[src/rtl/mrg_pkg.sv]
package mrg_pkg;

   localparam int ADDR_W = 24;
   localparam int FLD_LSB = 23;  // first random bit used for the block select

   localparam logic [ADDR_W-1:0] WIN_A   = 24'h100000;
   localparam logic [ADDR_W-1:0] WIN_B   = 24'h400000;
   localparam logic [ADDR_W-1:0] WIN_UNC = 24'h800000;

   typedef struct packed {
      logic [ADDR_W-1:0] addr;
      logic [7:0]        data;
      logic              wr;
      logic              unc;
   } mreq_t;

   // fold a 7-bit random value into the range 0..100
   function automatic logic [6:0] pct_fold(input logic [6:0] v);
      return (v >= 7'd101) ? (v - 7'd101) : v;
   endfunction

endpackage

[src/rtl/mrg_lfsr.sv]
module mrg_lfsr #(
   parameter int          W     = 64,
   parameter logic [63:0] SEED  = 64'h1,
   parameter int          OUT_W = 32
) (
   input  logic             clk,
   input  logic             rst_n,
   output logic [OUT_W-1:0] rnd
);

   logic [W-1:0] taps;
   logic [W-1:0] st_q;

   generate
      if (W == 64) begin : g_w64
         assign taps = 64'hD800_0000_0000_0000;
      end else if (W == 32) begin : g_w32
         assign taps = 32'h8020_0003;
      end else begin : g_bad
         $error("mrg_lfsr: W must be 32 or 64");
         assign taps = '0;
      end
      if (OUT_W > W) begin : g_chk_out
         $error("mrg_lfsr: OUT_W exceeds W");
      end
      if (SEED[W-1:0] == '0) begin : g_chk_seed
         $error("mrg_lfsr: seed must be non-zero");
      end
   endgenerate

   always_ff @(posedge clk) begin
      if (!rst_n) st_q <= SEED[W-1:0];
      else        st_q <= (st_q >> 1) ^ (st_q[0] ? taps : '0);
   end

   assign rnd = st_q[OUT_W-1:0];

endmodule

[src/rtl/mrg_cam.sv]
module mrg_cam
   import mrg_pkg::*;
#(
   parameter int DEPTH = 128,
   localparam int OCC_W = $clog2(DEPTH + 1)
) (
   input  logic              clk,
   input  logic              rst_n,
   input  logic [ADDR_W-1:0] look_addr,
   output logic              look_hit,
   input  logic              ins_en,
   input  logic [ADDR_W-1:0] ins_addr,
   input  logic              clr_en,
   input  logic [ADDR_W-1:0] clr_addr,
   output logic [OCC_W-1:0]  occ
);

   logic [DEPTH-1:0]  vld_q;
   logic [ADDR_W-1:0] tag_q [DEPTH];
   logic [DEPTH-1:0]  look_m, clr_m, ins_m, free_oh;

   generate
      for (genvar i = 0; i < DEPTH; i++) begin : g_cmp
         assign look_m[i] = vld_q[i] && (tag_q[i] == look_addr);
         assign clr_m[i]  = vld_q[i] && (tag_q[i] == clr_addr);
         assign ins_m[i]  = vld_q[i] && (tag_q[i] == ins_addr);
      end
   endgenerate

   always_comb begin
      logic found;
      found   = 1'b0;
      free_oh = '0;
      for (int i = 0; i < DEPTH; i++) begin
         if (!vld_q[i] && !found) begin
            free_oh[i] = 1'b1;
            found      = 1'b1;
         end
      end
   end

   always_ff @(posedge clk) begin
      if (!rst_n) begin
         vld_q <= '0;
      end else begin
         for (int i = 0; i < DEPTH; i++) begin
            if (ins_en && free_oh[i])      vld_q[i] <= 1'b1;
            else if (clr_en && clr_m[i])   vld_q[i] <= 1'b0;
         end
      end
   end

   always_ff @(posedge clk) begin
      for (int i = 0; i < DEPTH; i++) begin
         if (ins_en && free_oh[i]) tag_q[i] <= ins_addr;
      end
   end

   assign look_hit = |look_m;
   assign occ      = OCC_W'($countones(vld_q));

   // an address being recorded must not already be in flight
   p_no_dup_r7: assert property (@(posedge clk) disable iff (!rst_n)
      ins_en |-> !(|ins_m));

   // an insertion always finds a free slot
   p_slot_r7: assert property (@(posedge clk) disable iff (!rst_n)
      ins_en |-> $onehot0(free_oh) && (|free_oh));

endmodule

[src/rtl/mrg_watch.sv]
module mrg_watch #(
   parameter int CHECK = 5000,
   localparam int CW = $clog2(CHECK)
) (
   input  logic clk,
   input  logic rst_n,
   input  logic kick,
   output logic err
);

   logic [CW-1:0] cnt_q;
   logic          err_q;

   generate
      if (CHECK < 2) begin : g_chk
         $error("mrg_watch: CHECK must be at least 2");
      end
   endgenerate

   always_ff @(posedge clk) begin
      if (!rst_n) begin
         cnt_q <= '0;
         err_q <= 1'b0;
      end else begin
         if (kick)                              cnt_q <= '0;
         else if (cnt_q != CW'(CHECK - 1))      cnt_q <= cnt_q + CW'(1);
         if (!kick && cnt_q == CW'(CHECK - 1))  err_q <= 1'b1;
      end
   end

   assign err = err_q;

   // the stall flag is sticky
   p_sticky_r9: assert property (@(posedge clk) disable iff (!rst_n)
      err_q |=> err_q);

   // a kick in the previous cycle means the count restarted
   p_restart_r9: assert property (@(posedge clk) disable iff (!rst_n)
      kick |=> cnt_q == '0);

endmodule

[src/rtl/rand_req_gen.sv]
module rand_req_gen
   import mrg_pkg::*;
#(
   parameter int          TESTER_ID    = 0,
   parameter int          BLK_BYTES    = 64,
   parameter int          REGION_BYTES = 4096,
   parameter int          RD_PCT       = 65,
   parameter int          UNC_PCT      = 10,
   parameter int          INTERVAL     = 1,
   parameter int          CHECK_CYCLES = 5000,
   parameter int          MAX_OUT      = 100,
   parameter int          CAM_DEPTH    = 128,
   parameter int          RNG_W        = 64,
   parameter logic [63:0] SEED         = 64'h0123_4567_89AB_CDEF
) (
   input  logic              clk,
   input  logic              rst_n,
   output logic              req_valid,
   input  logic              req_ready,
   output logic [ADDR_W-1:0] req_addr,
   output logic              req_write,
   output logic [7:0]        req_data,
   output logic              req_uncache,
   input  logic              cpl_valid,
   input  logic [ADDR_W-1:0] cpl_addr,
   output logic              err_stall,
   output logic              err_overflow
);

   localparam int BLK_W = $clog2(BLK_BYTES);
   localparam int OFF_W = $clog2(REGION_BYTES);
   localparam int SEL_W = OFF_W - BLK_W;
   localparam int RND_W = FLD_LSB + SEL_W;
   localparam int WT_W  = $clog2(INTERVAL + 1);
   localparam int OCC_W = $clog2(CAM_DEPTH + 1);
   localparam logic [BLK_W-1:0] ID_BITS = BLK_W'(TESTER_ID);
   localparam logic [7:0]       RD_TH   = 8'(RD_PCT);
   localparam logic [7:0]       UNC_TH  = 8'(UNC_PCT);

   generate
      if (BLK_BYTES < 2 || (1 << BLK_W) != BLK_BYTES) begin : g_e_blk
         $error("rand_req_gen: BLK_BYTES must be a power of two >= 2");
      end
      if ((1 << OFF_W) != REGION_BYTES || REGION_BYTES <= BLK_BYTES
          || REGION_BYTES > (1 << 20)) begin : g_e_reg
         $error("rand_req_gen: REGION_BYTES must be a power of two in (BLK_BYTES, 1M]");
      end
      if (TESTER_ID < 0 || TESTER_ID >= BLK_BYTES) begin : g_e_id
         $error("rand_req_gen: TESTER_ID must be below BLK_BYTES");
      end
      if (RD_PCT < 0 || RD_PCT > 101 || UNC_PCT < 0 || UNC_PCT > 101) begin : g_e_pct
         $error("rand_req_gen: percentages must lie in 0..101");
      end
      if (INTERVAL < 1) begin : g_e_int
         $error("rand_req_gen: INTERVAL must be at least 1");
      end
      if (MAX_OUT < 1 || MAX_OUT >= CAM_DEPTH) begin : g_e_max
         $error("rand_req_gen: MAX_OUT must be below CAM_DEPTH");
      end
      if (RND_W > RNG_W) begin : g_e_rng
         $error("rand_req_gen: random source too narrow for the region");
      end
   endgenerate

   // ---------------- random source and candidate request ----------------
   logic [RND_W-1:0] rnd;

   mrg_lfsr #(.W(RNG_W), .SEED(SEED), .OUT_W(RND_W)) u_rng (
      .clk   (clk),
      .rst_n (rst_n),
      .rnd   (rnd)
   );

   mreq_t             cand;
   logic [6:0]        cmd_draw, unc_draw;
   logic [ADDR_W-1:0] cand_base;

   always_comb begin
      cmd_draw  = pct_fold(rnd[6:0]);
      unc_draw  = pct_fold(rnd[13:7]);
      cand.unc  = ({1'b0, unc_draw} < UNC_TH);
      cand.wr   = !({1'b0, cmd_draw} < RD_TH);
      cand.data = rnd[22:15];
      cand_base = cand.unc ? WIN_UNC : (rnd[14] ? WIN_A : WIN_B);
      cand.addr = cand_base | {{(ADDR_W-OFF_W){1'b0}}, rnd[RND_W-1:FLD_LSB], ID_BITS};
   end

   // ---------------- in-flight table ----------------
   logic             cand_hit;
   logic [OCC_W-1:0] occ;
   logic             busy_q, acc, tbl_full;
   mreq_t            req_q;

   assign acc = busy_q && req_ready;

   mrg_cam #(.DEPTH(CAM_DEPTH)) u_tbl (
      .clk       (clk),
      .rst_n     (rst_n),
      .look_addr (cand.addr),
      .look_hit  (cand_hit),
      .ins_en    (acc),
      .ins_addr  (req_q.addr),
      .clr_en    (cpl_valid),
      .clr_addr  (cpl_addr),
      .occ       (occ)
   );

   assign tbl_full = (occ == OCC_W'(CAM_DEPTH));

   // ---------------- issue pacing and request holding ----------------
   logic [WT_W-1:0] wait_q;

   always_ff @(posedge clk) begin
      if (!rst_n) begin
         busy_q <= 1'b0;
         wait_q <= '0;
      end else if (busy_q) begin
         if (req_ready) begin
            busy_q <= 1'b0;
            wait_q <= WT_W'(INTERVAL - 1);
         end
      end else if (wait_q != '0) begin
         wait_q <= wait_q - WT_W'(1);
      end else if (!cand_hit && !tbl_full) begin
         busy_q <= 1'b1;
      end
   end

   always_ff @(posedge clk) begin
      if (!busy_q && wait_q == '0 && !cand_hit && !tbl_full) req_q <= cand;
   end

   assign req_valid   = busy_q;
   assign req_addr    = req_q.addr;
   assign req_write   = req_q.wr;
   assign req_data    = req_q.data;
   assign req_uncache = req_q.unc;

   // ---------------- stall watchdog and overflow flag ----------------
   mrg_watch #(.CHECK(CHECK_CYCLES)) u_wd (
      .clk   (clk),
      .rst_n (rst_n),
      .kick  (acc),
      .err   (err_stall)
   );

   logic ovf_q;
   always_ff @(posedge clk) begin
      if (!rst_n)                        ovf_q <= 1'b0;
      else if (occ > OCC_W'(MAX_OUT))    ovf_q <= 1'b1;
   end
   assign err_overflow = ovf_q;

   // ---------------- assertions ----------------
   p_hold_r5: assert property (@(posedge clk) disable iff (!rst_n)
      req_valid && !req_ready |=> req_valid && $stable(req_addr) && $stable(req_data)
                                  && $stable(req_write) && $stable(req_uncache));

   p_gap_r6: assert property (@(posedge clk) disable iff (!rst_n)
      req_valid && req_ready |=> !req_valid);

   p_win_r3: assert property (@(posedge clk) disable iff (!rst_n)
      req_valid |-> (req_uncache == (req_addr[23:20] == 4'h8)));

   p_sticky_r10: assert property (@(posedge clk) disable iff (!rst_n)
      err_overflow |=> err_overflow);

endmodule

[config.mk]
export PLATFORM = sky130hd
export DESIGN_NAME = rand_req_gen
export DESIGN_NICKNAME = d
export VERILOG_FILES = /design/src/rtl/mrg_pkg.sv /design/src/rtl/mrg_lfsr.sv /design/src/rtl/mrg_cam.sv /design/src/rtl/mrg_watch.sv /design/src/rtl/rand_req_gen.sv
export SDC_FILE = /design/constraint.sdc
export NUM_CORES = 2
export LEC_CHECK = 0
export BUFFER_PORTS_ARGS = -buffer_cell sky130_fd_sc_hd__buf_2
export CAP_MARGIN = 25
export CORE_MARGIN = 4
export CORE_UTILIZATION = 55
export DETAILED_ROUTE_END_ITERATION = 7
export PLACE_DENSITY = 0.79
export SYNTH_ARGS = -nofsm -noshare
export SYNTH_HDL_FRONTEND = slang
export SYNTH_SLANG_ARGS = --single-unit
[constraint.sdc]
create_clock -name clk -period 9.9 [get_ports clk]
set_input_delay 0.495 -clock clk [delete_from_list [all_inputs] [get_ports clk]]
set_output_delay 0.495 -clock clk [all_outputs]
set_load 0.005 [all_outputs]
==> results_dict.tcl <==
set metrics [dict create \
    clk_pin_slew_ps 60 \
    cts_resized 0 \
    grt_pass1_wl_um 380000 \
    yosys.area_share.xor_xnor_pct 22.5 \
    slew_headroom_pct 10.7 \
    worstPathRequired_ps 10380 \
    vdd_ir_drop_max_mv 0.154 \
    synthFlopType "edfxtp_1" \
    die_area_um2 143000 \
    io_pins 65 \
    violations "design-rule violations" \
    ant_nets 0 \
    cts.htree.levels 4 \
    worstHoldStart "req_ready" \
    gp_congestion 0.994 \
    max_stage_delay_ps 730 \
    ys_types 79 \
    timing.rr.end "req_uncache" \
    grt_max_degree 130 \
    power_frac_clock_pct 43.4 \
    post-place-cells 8044 \
    gr-usage-met1_pct 47.0 \
    drive_above_1_share_pct 8.33 \
    clockBufferDepth 3 \
    power_mw 13.6 \
    drc 2 \
    yosysWarnings 0 \
    layout_common_cells "xnor2_1, edfxtp_1, xor2_1" \
    maxCapViolCount 0 \
    drt_iter0_drc 8692 \
    outcome "finished, violations left" \
    fin_hold_ws_ps 133 \
    grt-ovfl-total 0 \
    seq_area_frac_synth_pct 52.0 \
    finalNetCount 6671 \
    setup_ws_ps 448 \
    r2r_cells 28 \
    synth_compound_area_share_pct 3.42 \
    synth_fa_ha_area_share_pct 4.92 \
    yosys.area_share.simple_pct 14.0 \
    post_cts_buffers 0 \
    cts_tree "yes" \
    internal_power_mw 10.2 \
    startpoint "u_tbl.vld_q[27]" \
    p_seq_share_pct 47.8 \
    wl_um 268000 \
    start_util_pct 55.5 \
    clock_sinks 1378 \
    tns_ps 0 \
    setup_viol 0 \
    core-area_um2 136000 \
    fillCellCount 10100 \
    synth.ff_latch_count 1378 \
    min_period_over_period_pct 95.5 \
    crit_arrival_ps 9930 \
    hold-path-cell-count 4 \
    die_w_um 379 \
    cts_hold_buf 0 \
    insertion_delay_ps 820 \
    syn-cell-area_um2 75500 \
    die_h_um 379 \
    grt_util_all_layers_pct 36.9 \
    sw_frac_of_total_pct 24.9 \
    critPathMostFrequentCell "fa_1" \
    hpwl_um 169000 \
    synthCells 6310 \
    hold_end "u_wd.err" \
    seq_area_um2 39300 \
    antenna_found_initial 16 \
    num_vias 55700 \
    clock-root-buffer "clkbuf_16" \
    finalNonFillerCells 8338 \
    worst_pin_slew_ps 1330 \
    multiInputGateArea_um2 34000 \
    rsz0062_at_grt "no" \
    skew_ps 36.8 \
    combPwrFrac_pct 8.8 \
    hold_viol_final 0 \
    grtUsageMet3_pct 9.96 \
    critPathSlowestCell "or4_1" \
    first_pass_iters 8 \
    crit_type "reg2reg" \
    end_kind "flop" \
    r2r-start "u_tbl.vld_q[27]" \
    cp-start-kind "flop" \
    wire_per_inst_um 32.1 \
    reg2reg_slack_ps 450 \
    maxSlewViolCount 0 \
    layout_commonest_cell "xnor2_1" \
    critPathMaxFanout 18 \
    viasPerCell 6.68 \
    muxShareOfSynthArea_pct 0.0133 \
    synth_top_family_by_area "XOR/XNOR gates" \
    synthToLayoutAreaGrowth_pct 10.7 \
    std_cell_rows 135 \
    dp_slack_ps 622 \
    async_flop_share_pct 0 \
    power_density_nw_per_um2 163 \
    grt_busiest_layer "met2" \
    synth_edf_count 1170 \
    cts_buffers 149 \
    grt_use_met2_pct 55.2 \
    hold_path_class "in2reg" \
    leakagePower_nw 27.1 \
    switching_power_mw 3.38 \
    timing.fmax_ghz 0.106 \
    post-route-min-period_ps 9450 \
    grt_pass1_vias 54500 \
    io_buffers 49 \
    postSynthAreaPerCell_um2 12.0 \
]
==> metal layers <==
layer / share of wire (%) / wire [um]
met3: 14 / 37700
met4: 8.1 / 21800
met2: 43 / 115000
met1: 35 / 93000
met5: 0.031 / 82
==> worst max-delay path by stage <==
| stage | endpoint | cells past startpoint |
|---|---|---|
| after floorplan | req_addr[10] | 25 |
| after global placement | req_write | 28 |
| after detailed placement | req_data[2] | 26 |
| after CTS | req_addr[10] | 26 |
| after global routing | req_data[6] | 26 |
| final | req_uncache | 28 |
==> power by group through the flow <==
stage / registers, mW / clock network (mW) / logic [mW]
final: 6.50 / 5.90 / 1.19
after CTS: 6.49 / 5.89 / 1.15
after detailed placement: 6.62 / 0 / 1.14
after global routing: 6.49 / 6.15 / 1.21
after floorplan: 6.69 / 0 / 0.596
after global placement: 6.61 / 0 / 1.13
==> synth_stat cells, types with 8 or more instances <==
library cell / number / area [um2]
nor2_1: 343 / 1290
or4b_2: 11 / 110
a31oi_1: 40 / 250
or4_1: 12 / 90.1
ha_1: 89 / 1110
nand4b_1: 13 / 114
and2_1: 27 / 169
clkbuf_1: 124 / 465
o41a_1: 24 / 270
xor2_1: 657 / 5750
a32oi_1: 13 / 114
nand3_1: 181 / 906
buf_1: 63 / 236
a21oi_1: 152 / 761
fa_1: 130 / 2600
nand2b_1: 52 / 325
a311oi_1: 22 / 193
nor4bb_1: 19 / 190
buf_4: 85 / 638
inv_1: 230 / 863
nor2b_1: 37 / 231
o21ai_0: 18 / 90.1
o21a_1: 25 / 188
or3_1: 15 / 93.8
nor4b_1: 28 / 245
dfxtp_1: 208 / 4160
a211oi_1: 15 / 113
nor3b_1: 54 / 405
buf_2: 14 / 70.1
edfxtp_1: 1170 / 35100
nand2_1: 174 / 653
nand3b_1: 80 / 601
a41oi_1: 8 / 70.1
buf_6: 10 / 113
and3_1: 14 / 87.6
nor4_1: 283 / 1770
nand4_1: 367 / 2300
xnor2_1: 1279 / 11200
nor3_1: 118 / 591
==> final cells by class <==
cell class | count | share of cell area (%)
Sequential cell | 1378 | 47.1
Multi-Input combinational cell | 4417 | 40.6
Clock buffer | 208 | 5.11
Tap cell | 1781 | 2.67
Timing Repair Buffer | 246 | 2.41
Clock inverter | 71 | 1.06
Inverter | 232 | 1.04
Antenna cell | 5 | 0.0150
==> through the flow <==
step	util, %	area (um2)
6_report	61.5	83600
4_1_cts	61.4	83500
2_1_floorplan	-	75600
5_1_grt	61.5	83600
3_5_place_dp	57.6	78300
3_3_place_gp	57.6	78300
==> critical path, delay by kind of cell (launching register included) <==
kind	cells	cell delay, ps
flops	1	540
buf+inv	7	650
compound gates	4	820
simple gates	4	1450
fa+ha+maj	12	5570
xor+xnor	1	100
==> flip-flops by register name, indices dropped and copies added (netlist names) <==
signal	cells
u_wd.cnt_q	13
u_wd.err	1
req_valid	1
err_overflow	1
req_uncache	1
req_addr	8
u_tbl.tag_q	1152
u_tbl.vld_q	128
req_write	1
u_rng.st_q	64
req_data	8
==> cell families after synthesis <==
kind of cell,count (synthesis)
compound gates,381
flops,1378
mux,1
other cells,1
buf+inv,529
simple gates,1865
fa+ha+maj,219
xor+xnor,1936
Power figures use the tool's default switching activity.
